## src/rtl/ring_arb_pkg.sv

```systemverilog
package ring_arb_pkg;
  // Action taken on the grant register in one cycle
  typedef enum logic [1:0] {
    STEP_HOLD = 2'd0,
    STEP_GAP  = 2'd1,
    STEP_GIVE = 2'd2
  } gnt_step_e;
endpackage

```

## src/rtl/ring_arb_pick.sv

```systemverilog
// Circular first-set search starting one place after a pointer.
module ring_arb_pick #(
  parameter int W  = 7,
  localparam int IW = (W > 1) ? $clog2(W) : 1
) (
  input  logic [W-1:0]  mask,
  input  logic [IW-1:0] ptr,
  output logic          valid,
  output logic [IW-1:0] idx
);
  always_comb begin
    valid = 1'b0;
    idx   = '0;
    // Walk from farthest to nearest so the nearest match wins
    for (int off = W; off >= 1; off--) begin
      int p;
      p = (int'(ptr) + off) % W;
      if (mask[p]) begin
        valid = 1'b1;
        idx   = IW'(p);
      end
    end
  end
endmodule

```

## src/rtl/ring_arb_busmon.sv

```systemverilog
// Bus phase tracking: idle detect, transaction start, fresh requests.
module ring_arb_busmon #(
  parameter int NUM_REQ = 6
) (
  input  logic               clk,
  input  logic               rst,
  input  logic               frame_n,
  input  logic               irdy_n,
  input  logic [NUM_REQ-1:0] req,
  output logic               bus_idle,
  output logic               tx_start,
  output logic               req_fresh
);
  logic               frame_q;
  logic [NUM_REQ-1:0] req_q;

  always_ff @(posedge clk) begin
    if (rst) begin
      frame_q <= 1'b1;
      req_q   <= '0;
    end else begin
      frame_q <= frame_n;
      req_q   <= req;
    end
  end

  assign bus_idle  = frame_n & irdy_n;
  assign tx_start  = frame_q & ~frame_n;
  assign req_fresh = |(req & ~req_q);
endmodule

```

## src/rtl/duo_ring_arbiter.sv

```systemverilog
module duo_ring_arbiter #(
  parameter int NUM_REQ  = 6,
  parameter int PARK_IDX = 0
) (
  input  logic               clk,
  input  logic               rst,
  input  logic [NUM_REQ-1:0] req,
  input  logic [NUM_REQ-1:0] prio_hi,
  input  logic               frame_n,
  input  logic               irdy_n,
  output logic [NUM_REQ-1:0] gnt
);
  import ring_arb_pkg::*;

  localparam int HI_W     = NUM_REQ + 1;
  localparam int HI_IW    = $clog2(HI_W);
  localparam int LO_IW    = (NUM_REQ > 1) ? $clog2(NUM_REQ) : 1;
  localparam int LOW_SLOT = NUM_REQ;

  logic               bus_idle, tx_start, req_fresh;
  logic [HI_IW-1:0]   hi_ptr, hi_idx;
  logic [LO_IW-1:0]   lo_ptr, lo_idx, owner_idx;
  logic               hi_valid, lo_valid, owner_valid;
  logic [NUM_REQ-1:0] lo_mask, target, gnt_q;
  logic [HI_W-1:0]    hi_mask;
  gnt_step_e          step;

  ring_arb_busmon #(.NUM_REQ(NUM_REQ)) u_mon (
    .clk      (clk),
    .rst      (rst),
    .frame_n  (frame_n),
    .irdy_n   (irdy_n),
    .req      (req),
    .bus_idle (bus_idle),
    .tx_start (tx_start),
    .req_fresh(req_fresh)
  );

  // High ring: one entry per high requester plus the low-group slot on top
  assign lo_mask = req & ~prio_hi;
  assign hi_mask = {|lo_mask, req & prio_hi};

  ring_arb_pick #(.W(HI_W)) u_hi_ring (
    .mask (hi_mask),
    .ptr  (hi_ptr),
    .valid(hi_valid),
    .idx  (hi_idx)
  );

  ring_arb_pick #(.W(NUM_REQ)) u_lo_ring (
    .mask (lo_mask),
    .ptr  (lo_ptr),
    .valid(lo_valid),
    .idx  (lo_idx)
  );

  always_comb begin
    if (hi_valid && hi_idx == HI_IW'(LOW_SLOT) && lo_valid)
      target = NUM_REQ'(1) << lo_idx;
    else if (hi_valid && hi_idx != HI_IW'(LOW_SLOT))
      target = NUM_REQ'(1) << hi_idx;
    else
      target = NUM_REQ'(1) << PARK_IDX;
  end

  // Index of the master currently holding the grant
  always_comb begin
    owner_valid = 1'b0;
    owner_idx   = '0;
    for (int i = 0; i < NUM_REQ; i++) begin
      if (gnt_q[i]) begin
        owner_valid = 1'b1;
        owner_idx   = LO_IW'(i);
      end
    end
  end

  always_comb begin
    if (bus_idle && req_fresh)
      step = STEP_GAP;
    else if (gnt_q == target)
      step = STEP_HOLD;
    else if (gnt_q != '0)
      step = STEP_GAP;
    else
      step = STEP_GIVE;
  end

  always_ff @(posedge clk) begin
    if (rst) begin
      gnt_q <= '0;
    end else begin
      case (step)
        STEP_GAP:  gnt_q <= '0;
        STEP_GIVE: gnt_q <= target;
        default:   gnt_q <= gnt_q;
      endcase
    end
  end

  // The master that starts a transaction drops to the back of its ring
  always_ff @(posedge clk) begin
    if (rst) begin
      hi_ptr <= HI_IW'(PARK_IDX);
      lo_ptr <= LO_IW'(PARK_IDX);
    end else if (tx_start && owner_valid) begin
      if (prio_hi[owner_idx]) begin
        hi_ptr <= HI_IW'(owner_idx);
      end else begin
        hi_ptr <= HI_IW'(LOW_SLOT);
        lo_ptr <= owner_idx;
      end
    end
  end

  assign gnt = gnt_q;
endmodule

```

## config.mk

```make
export PLATFORM = sky130hd
export DESIGN_NAME = duo_ring_arbiter
export DESIGN_NICKNAME = d
export VERILOG_FILES = /design/src/rtl/ring_arb_pkg.sv /design/src/rtl/ring_arb_pick.sv /design/src/rtl/ring_arb_busmon.sv /design/src/rtl/duo_ring_arbiter.sv
export SDC_FILE = /design/constraint.sdc
export NUM_CORES = 1
export LEC_CHECK = 0
export BUFFER_PORTS_ARGS = -buffer_cell sky130_fd_sc_hd__buf_2
export CAP_MARGIN = 10
export CORE_MARGIN = 8
export CORE_UTILIZATION = 35
export DETAILED_ROUTE_END_ITERATION = 10
export SKIP_CTS_REPAIR_TIMING = 1
export SKIP_LAST_GASP = 1
export SYNTH_ARGS = -nofsm -noshare
export SYNTH_HDL_FRONTEND = slang
export SYNTH_SLANG_ARGS = --single-unit
```

## constraint.sdc

```tcl
create_clock -name clk -period 9.2 [get_ports clk]
set_clock_uncertainty 0.15 [all_clocks]
set_input_delay 1.84 -clock clk [delete_from_list [all_inputs] [get_ports clk]]
set_output_delay 1.84 -clock clk [all_outputs]
set_load 0.05 [all_outputs]
```

==> metrics.txt, run 1 <==
Final Hold Viols=0; core box area=13200 um^2; Initial Utilization=0.356; r2r endpoint=gnt[0]; CTS root buf=clkbuf_16; Max Root-Sink Buffers=2; CP max FO=14; initial antenna violation count=0; count of different cell masters after synthesis=98; mux contribution to synthesized area=0.0821; RSZ-0062 raised after global routing=no; Clock Pin Slew Worst Setup and Hold Paths=50 ps; setup TNS=0 ps; fillers=1406; critical setup path kind=register to register; Cell Pwr Density=326 nW/um^2; worst-margin pin slew=920 ps; CP Data Required Time=9230 ps; first-pass GRT wire length=25000 um; count of state elements after synthesis=19; H-tree levels=1; DR pass1 iterations=5; relative slew slack=0.384; ys async rst share=0; HP Class=register to register; Chip Height=132 um; Port Buffers=21; Worst-Skew Late Latency=250 ps; Stages on worst setup path=23; slowest CP cell=dfxtp_1; Post-Syn Instances=645; yosys warns=0; worst setup path end=gnt[0]; cts bufs inserted=3; hold slack=409 ps; Worst Setup SP=hi_ptr[1]; vias in the first global route=4889; number of synthesized flops with an enable pin=0; GRT Total Usage=0.168; Post-Synth Adder-Cell Area=0.0986; peak supply drop=0.170 mV; predominant post-synthesis flop cell=dfxtp_1; wire length per cell=18.9 um; fin crit share=0.781; Detail Placement HPWL=12000 um; Top cell by count, worst path=ha_1; nets@finish=696; IO Pins=22; fmax=139 MHz; row count=42; n_diodes=0; outcome=completed; 1st-iter DRT viols=671; Final GP Congestion=1.02; clock sink count=19; critical path, cell by cell=inv_1, ha_1, xor2_1, inv_1, ha_1, ha_1, or3b_1, o31ai_4, and3_1, mux2_2, o211ai_1, nand4_4, or2_4, o311ai_4, o211ai_1, mux2i_1, xor2_1, a2111oi_2, a31o_1, ha_1, nor2b_1, nand3_1, a21oi_1; maxcap violations=0; largest family of logic cells by synthesized area=compound AO/OA/AOI/OAI gates; chip width=132 um; DRC Markers=0; Compound-Gate Fraction of Synth Area=0.382; syn_nets=698; FF-to-FF setup slack=2020 ps; Final ANT Viol Nets=0; post-synthesis sequential area ratio=0.0810; Buf/Inv on CP=2; Synth Area in Simple Gates=0.256; P_leak=0.00200 uW; FF-to-FF Start=hi_ptr[1]; final global-route overflow total=0; Vias/cell=6.35; Worst setup EP type=register; total number of vias=5195; Max Slew Vio Count=0; die area=17400 um^2; post-route minimum period=7180 ps; share of layout cells above drive strength 1=0.103; final setup vio count=0; xor and xnor area share after synthesis=0.0376; pin count of the biggest net entering global routing=58; CP Data Arrival Time=7210 ps; CP delay by family, top=compound AO/OA/AOI/OAI gates; syn avg cell area=7.28 um^2; Core Util, Final=0.376; CP peak stage delay=610 ps; synth-to-layout area growth=5.68%; CP startpoint kind=register; CTS tree=yes; WL final=15500 um; Cell Area, Synth=4700 um^2; Worst R2R Path Depth=23
[worst min-delay path by stage]
stage / startpoint / to / slack [ps] / depth (start not counted)
floorplan: u_mon.frame_q / hi_ptr[1] / 440 / 2
global placement: gnt[0] / gnt[0] / 390 / 2
detailed placement: gnt[0] / gnt[0] / 400 / 2
CTS: gnt[0] / gnt[0] / 400 / 2
global route: gnt[0] / gnt[0] / 460 / 2
finish: gnt[0] / gnt[0] / 410 / 2
[registers in the layout, summed over array words and instances (netlist names)]
| name | count |
|---|---|
| u_mon.frame_q | 1 |
| hi_ptr | 3 |
| u_mon.req_q | 6 |
| gnt | 6 |
| lo_ptr | 3 |
[report_power, final]
| part | total, uW | switching (uW) | internal, uW | leakage, uW |
|---|---|---|---|---|
| clock network | 89.8 | 30.8 | 58.9 | 0.0000382 |
| logic | 1390 | 870 | 524 | 0.00181 |
| registers | 135 | 34.8 | 101 | 0.000156 |
| total | 1620 | 936 | 684 | 0.00200 |
[tightest hold or removal path, delay by kind of cell, from the launching register on]
| family | cells | cell delay (ps) |
|---|---|---|
| DFF | 1 | 360 |
| AOI/OAI and AO/OA | 1 | 60 |
| and+or+nand+nor | 1 | 80 |
[synthesized netlist by cell type (11+ instances only)]
cell type | number | area [um^2]
a31oi_1 | 11 | 68.8
o211ai_1 | 17 | 128
nor2_1 | 56 | 210
nor3_1 | 21 | 105
a211oi_1 | 14 | 105
xnor2_1 | 13 | 114
mux2i_1 | 25 | 250
clkbuf_1 | 16 | 60.1
nand2_1 | 55 | 206
o21ai_0 | 26 | 130
dfxtp_1 | 19 | 380
nand3_1 | 24 | 120
nor2b_1 | 13 | 81.3
a21oi_1 | 48 | 240
ha_1 | 37 | 463
inv_1 | 31 | 116
[final cells by class]
class,count,area (um^2),share of cell area
Timing Repair Buffer,24,128,0.0257
Tap cell,176,220,0.0444
Inverter,35,134,0.0270
Clock buffer,4,78.8,0.0159
Sequential cell,19,382,0.0769
Multi-Input combinational cell,560,4020,0.810
[stage by stage]
| stage | worst slack [ps] | power, uW | cell area, um^2 | cells |
|---|---|---|---|---|
| 2_1_floorplan | 2690 | 1230 | 4700 | 645 |
| 3_3_place_gp | 2330 | 1470 | 4880 | 814 |
| 3_5_place_dp | 2180 | 1500 | 4880 | 814 |
| 4_1_cts | 2120 | 1590 | 4960 | 818 |
| 5_1_grt | 1580 | 1750 | 4960 | 818 |
| 6_report | 2020 | 1620 | 4960 | 818 |
[per-layer routing]
metal	wire (um)	vias to the layer above	part of all wire	GRT usage
li1	-	2478	-	-
met1	6840	2461	0.44	0.213
met2	7210	220	0.47	0.286
met3	842	36	0.054	0.0133
met4	588	0	0.038	0.0715
met5	0	-	0	0
[cells by family (layout without fill, tap and decap cells)]
family	count (synthesis)	in the layout
AO/OA/AOI/OAI	236	236
multiplexers	34	34
AND/OR/NAND/NOR	235	235
adder cells (fa/ha/maj)	37	37
XOR/XNOR	18	18
buffers and inverters	66	63
flip-flops	19	19
[placed cells by master (no fill, tap or decap), types with 5 or more instances in the layout]
cell type	Yosys	layout
mux2_2	5	5
a21oi_1	48	48
nor3b_1	5	5
o22ai_1	7	7
buf_2	6	21
a21o_1	7	7
a22oi_1	5	5
a31oi_1	11	11
nor3_1	21	21
a211o_1	6	6
nand2_1	55	55
nand3_1	24	24
or2_2	5	5
nand2b_1	7	7
o21ai_0	26	26
o311a_1	5	5
nor2b_1	13	13
nor4_1	6	6
a211oi_1	14	14
o211ai_1	17	17
o31ai_1	6	6
xnor2_1	13	13
and3_1	6	6
ha_1	37	37
mux2i_1	25	25
o211a_1	6	6
o21a_1	6	6
inv_1	31	31
nor2_1	56	56
and2_1	8	8
dfxtp_1	19	18
Note: power is estimated with default switching activity, not from simulation.
==> inputs of run 2 (changes only) <==
clock period = 6.79 ns   (was 9.2 ns; I/O delays follow)
==> metrics.txt, run 2 (same netlist as run 1, synthesis figures left out) <==
CP startpoint kind=register; n_diodes=0 (unchanged); relative slew slack=0.529 (+0.145); share of layout cells above drive strength 1=0.127 (+0.0245); 1st-iter DRT viols=630 (-6.1%); DR pass1 iterations=5 (unchanged); Worst setup EP type=register; final global-route overflow total=0 (unchanged); CTS root buf=clkbuf_16; Max Root-Sink Buffers=2 (unchanged); CTS tree=yes; outcome=completed; Cell Pwr Density=439 nW/um^2 (+35%); most common cell after layout, fill and taps aside=nor2_1; Clock Pin Slew Worst Setup and Hold Paths=50 ps (about the same); final worst slack=524 ps (-1490 ps); first-pass GRT wire length=25000 um (+0.17%); fin crit share=0.923 (+0.142); worst hold endpoint=gnt[0]; HP Class=register to register; Detail Placement HPWL=11900 um (-0.88%); CP max FO=10 (-4); die area=17400 um^2 (unchanged); worst-margin pin slew=700 ps (-221 ps); IO Pins=22 (unchanged); Final GP Congestion=0.954 (-6.5%); chip width=132 um (unchanged); GRT Total Usage=0.169 (+0.000866); fillers=1354 (-3.7%); RSZ-0062 raised after global routing=no; Worst Setup SP=hi_ptr[1]; fmax=160 MHz (+15%); DRC Markers=0 (unchanged); critical setup path kind=register to register; post-route minimum period=6270 ps (-918 ps); Final Hold Viols=0 (unchanged); row count=42 (unchanged); core box area=13200 um^2 (unchanged); pin count of the biggest net entering global routing=35 (-40%); nets@finish=706 (+1.4%); placed cell area=4940 um^2 (+1.2%); Storage cell area=383 um^2 (+0.33%); cts bufs inserted=3 (unchanged); P_leak=0.00205 uW (+2.5%); Chip Height=132 um (unchanged); synth-to-layout area growth=7.89%; vias in the first global route=4918 (+0.59%); post-route cell area=5070 um^2 (+2.1%); Worst R2R Path Depth=22 (-4.3%); Max Slew Vio Count=0 (unchanged); Worst-Skew Late Latency=250 ps (about the same); CP Data Required Time=6810 ps (-2420 ps); total number of vias=5239 (+0.85%); H-tree levels=1 (unchanged); Initial Utilization=0.356 (unchanged); FF-to-FF Start=hi_ptr[1]; clock sink count=19 (unchanged); CP Data Arrival Time=6290 ps (-920 ps); r2r endpoint=gnt[0]; Core Util, Final=0.384 (+0.00787); peak supply drop=0.220 mV (+29%); setup TNS=0 ps (unchanged); wire length per cell=18.5 um (-2.2%); maxcap violations=0 (unchanged); pre-CTS setup slack=225 ps (-1950 ps); Final ANT Viol Nets=0 (unchanged); final setup vio count=0 (unchanged); initial antenna violation count=0 (unchanged); Port Buffers=21 (unchanged); worst hold path depth=2 (unchanged); WL final=15300 um (-0.96%); FF-to-FF setup slack=520 ps (-1490 ps); hold slack=391 ps (-18.2 ps); Multi-input gate area=4050 um^2 (+0.68%); hold wc startpoint=gnt[0]; most frequent cells in the layout=56 x nor2_1, 55 x nand2_1, 48 x a21oi_1, 36 x ha_1, 31 x inv_1; Vias/cell=6.33 (-0.37%)
-- run 2: changes by cell type in the layout (fill, tap and decap cells not counted), sizes merged --
cell / delta
buf: +10
-- run 2: final cells by class --
type,instances,share of cell area
inverters,35,0.0264
well taps,176,0.0435
flip-flops and latches,19,0.0756
repair buffers,34,0.0400
multi-input cells,560,0.799
clock buffers,4,0.0156
-- run 2: power by group --
part           switching [uW]  leakage [uW]  internal, uW  total (uW)
clock network            39.4     0.0000382          79.7         119
logic                    1170       0.00185           748        1920
registers                48.4      0.000156           137         185
-- run 2: worst max-delay path: stages, from the launching register on --
cell,delay [ps]
dfxtp_2,430
inv_1,190
ha_1,250
xor2_1,250
inv_1,80
ha_1,200
ha_1,260
or3b_1,440
o31ai_4,320
and3_2,340
mux2_2,350
o211ai_1,160
nand4_4,160
or3b_4,430
o21ai_4,300
mux2i_1,340
nand2_1,110
a2111oi_2,360
a31o_1,210
ha_1,310
nor2b_2,260
nand3_1,110
a21oi_1,160
-- run 2: how the worst max path moves through the flow --
stage          slack [ps]     end  depth (start not counted)
2_1_floorplan         280  gnt[0]                         26
6_report              520  gnt[0]                         22
3_3_place_gp          450  gnt[0]                         23
3_5_place_dp          220  gnt[0]                         22
4_1_cts               190  gnt[0]                         22
5_1_grt                30  gnt[0]                         21
-- run 2: per-layer routing --
metal / share of wire / track usage
met1: 0.45 / 0.217
met2: 0.47 / 0.283
met3: 0.052 / 0.0171
met4: 0.035 / 0.0670
met5: 0 / 0
-- run 2: stage by stage --
step / std cells / total power, uW
detailed placement: 822 / 2020
global placement: 822 / 1970
CTS: 826 / 2150
finish: 828 / 2230
global route: 828 / 2420
floorplan: 645 / 1660
==> inputs of run 3 (changes only) <==
ABC_AREA = 1   (was default)
CORE_MARGIN = default   (was 8)
==> metrics.txt, run 3 <==
Detail Placement HPWL=9090 um (-24%); final worst slack=891 ps (+367 ps); relative slew slack=0.654 (+0.125); critical setup path kind=register to register; fmax=170 MHz (+6.2%); core box area=10500 um^2 (-21%); Worst-Skew Late Latency=260 ps (about the same); outcome=completed; syn_nets=744 (+6.6%); fillers=1191 (-12%); IO Pins=22 (unchanged); Port Buffers=21 (unchanged); post-synthesis sequential area ratio=0.0990 (+0.0180); Max Root-Sink Buffers=2 (unchanged); HP Class=register to register; hold slack=368 ps (-23.1 ps); pin count of the biggest net entering global routing=19 (-46%); Post-Syn Instances=691 (+7.1%); yosys warns=0 (unchanged); pre-CTS setup slack=979 ps (+754 ps); CTS root buf=clkbuf_8; cts bufs inserted=3 (unchanged); fin crit share=0.869 (-0.0541); most frequent cells in the layout=216 x nand2_1, 104 x inv_1, 84 x nand3_1, 50 x nor2_1, 37 x ha_1; first-pass GRT wire length=18800 um (-25%); Final ANT Viol Nets=0 (unchanged); CP startpoint kind=register; FF-to-FF setup slack=890 ps (+370 ps); clock sink count=19 (unchanged); CP peak stage delay=650 ps (+210 ps); setup TNS=0 ps (unchanged); syn avg cell area=5.56 um^2 (-24%); Cell Area, Synth=3840 um^2 (-18%); Buf/Inv on CP=2 (unchanged); 1st-iter DRT viols=359 (-43%); Storage cell area=380 um^2 (-0.65%); Core Util, Final=0.397 (+0.0126); Synth top area share=0.211 (+0.112); CP max FO=13 (+3); CP delay by family, top=simple AND/OR/NAND/NOR gates; number of synthesized flops with an enable pin=0 (unchanged); WL final=10800 um (-30%); row count=37 (-12%); Max Slew Vio Count=0 (unchanged); initial antenna violation count=0 (unchanged); cell with the most instances after synthesis=nand2_1; maxcap violations=0 (unchanged); predominant post-synthesis flop cell=dfxtp_1; CTS tree=yes; post-route minimum period=5900 ps (-367 ps); Final GP Congestion=0.925 (-3.0%); final setup vio count=0 (unchanged); Multi-input gate area=3020 um^2 (-25%); synth-to-layout area growth=7.98% (about the same); Clock Pin Slew Worst Setup and Hold Paths=80 ps (+30 ps); Vias/cell=5.09 (-20%); slowest CP cell=ha_1; wire length per cell=12.8 um (-31%); nets@finish=765 (+8.4%); DRC Markers=0 (unchanged); total number of vias=4308 (-18%); Top cell by count, worst path=nand2_1; most common cell after layout, fill and taps aside=nand2_1; RSZ-0062 raised after global routing=no; H-tree levels=1 (unchanged); DR pass1 iterations=5 (unchanged); Initial Utilization=0.367 (+0.0114); commonest cells in the synthesized netlist=216 x nand2_1, 104 x inv_1, 84 x nand3_1; chip width=107 um (-19%); Chip Height=107 um (-19%); CP Data Arrival Time=5940 ps (-350 ps); share of layout cells above drive strength 1=0.111 (-0.0162); vias in the first global route=4061 (-17%); count of state elements after synthesis=19 (unchanged); die area=11400 um^2 (-34%); n_diodes=0 (unchanged); top cells by area, synth=nand2_1 21%, ha_1 12%, nand3_1 11%; count of different cell masters after synthesis=43 (-56%); cell taking the most area after synthesis=nand2_1; worst-margin pin slew=513 ps (-186 ps); Final Hold Viols=0 (unchanged); CP Data Required Time=6830 ps (+20 ps); final global-route overflow total=0 (unchanged); GRT Total Usage=0.201 (+0.0325); ys async rst share=0 (unchanged); Worst setup EP type=register
[run 3: cell types whose count changed after synthesis, moves of 9 or more]
cell / change
a211oi_1: -13
a21oi_1: -21
a31oi_1: -9
clkbuf_1: -12
inv_1: +73
mux2i_1: -25
nand2_1: +161
nand2_2: +17
nand3_1: +60
nor2b_1: -13
nor3_1: -14
o211ai_1: -11
xnor2_1: -12
[run 3: tightest hold or removal path: stages (launching register included)]
cell and delay [ps]:
dfxtp_1 340, nand2_1 70, a21oi_1 60
[run 3: worst paths after layout]
check / start / endpoint / cells past startpoint
worst max-delay path: hi_ptr[1] / gnt[0] / 31
worst min-delay path: gnt[0] / gnt[0] / 2
worst min register to register: gnt[0] / gnt[0] / 2
worst max register to register: hi_ptr[1] / gnt[0] / 31
[run 3: layout make-up]
type	count	area share
tap	136	0.0410
multi-input combinational	554	0.727
clock inverter	1	0.00181
timing repair buffer	22	0.0271
inverter	112	0.101
clock buffer	3	0.00995
sequential	19	0.0916
[run 3: routing by layer]
metal / up-vias / routed length (um) / GRT usage
li1: 2262 / - / -
met1: 1940 / 5190 / 0.267
met2: 86 / 4900 / 0.341
met3: 20 / 461 / 0.0201
met4: 0 / 260 / 0.0636
met5: - / 0 / 0
[run 3: cell families after synthesis]
group	count (synthesis)	synth area share
AND/OR/NAND/NOR	406	0.479
XOR/XNOR	11	0.0251
flip-flops	19	0.0990
AO/OA/AOI/OAI	100	0.161
adder cells (fa/ha/maj)	37	0.120
buffers and inverters	118	0.116
[run 3: metrics by stage]
step / std cells / instance area [um^2]
after floorplan: 691 / 3840
after global routing: 847 / 4150
after detailed placement: 843 / 4100
after global placement: 843 / 4100
final: 847 / 4150
after CTS: 847 / 4150
Power of run 3 is not shown: default switching activity piles up to over one toggle a cycle in this logic, so the estimate is an artifact.
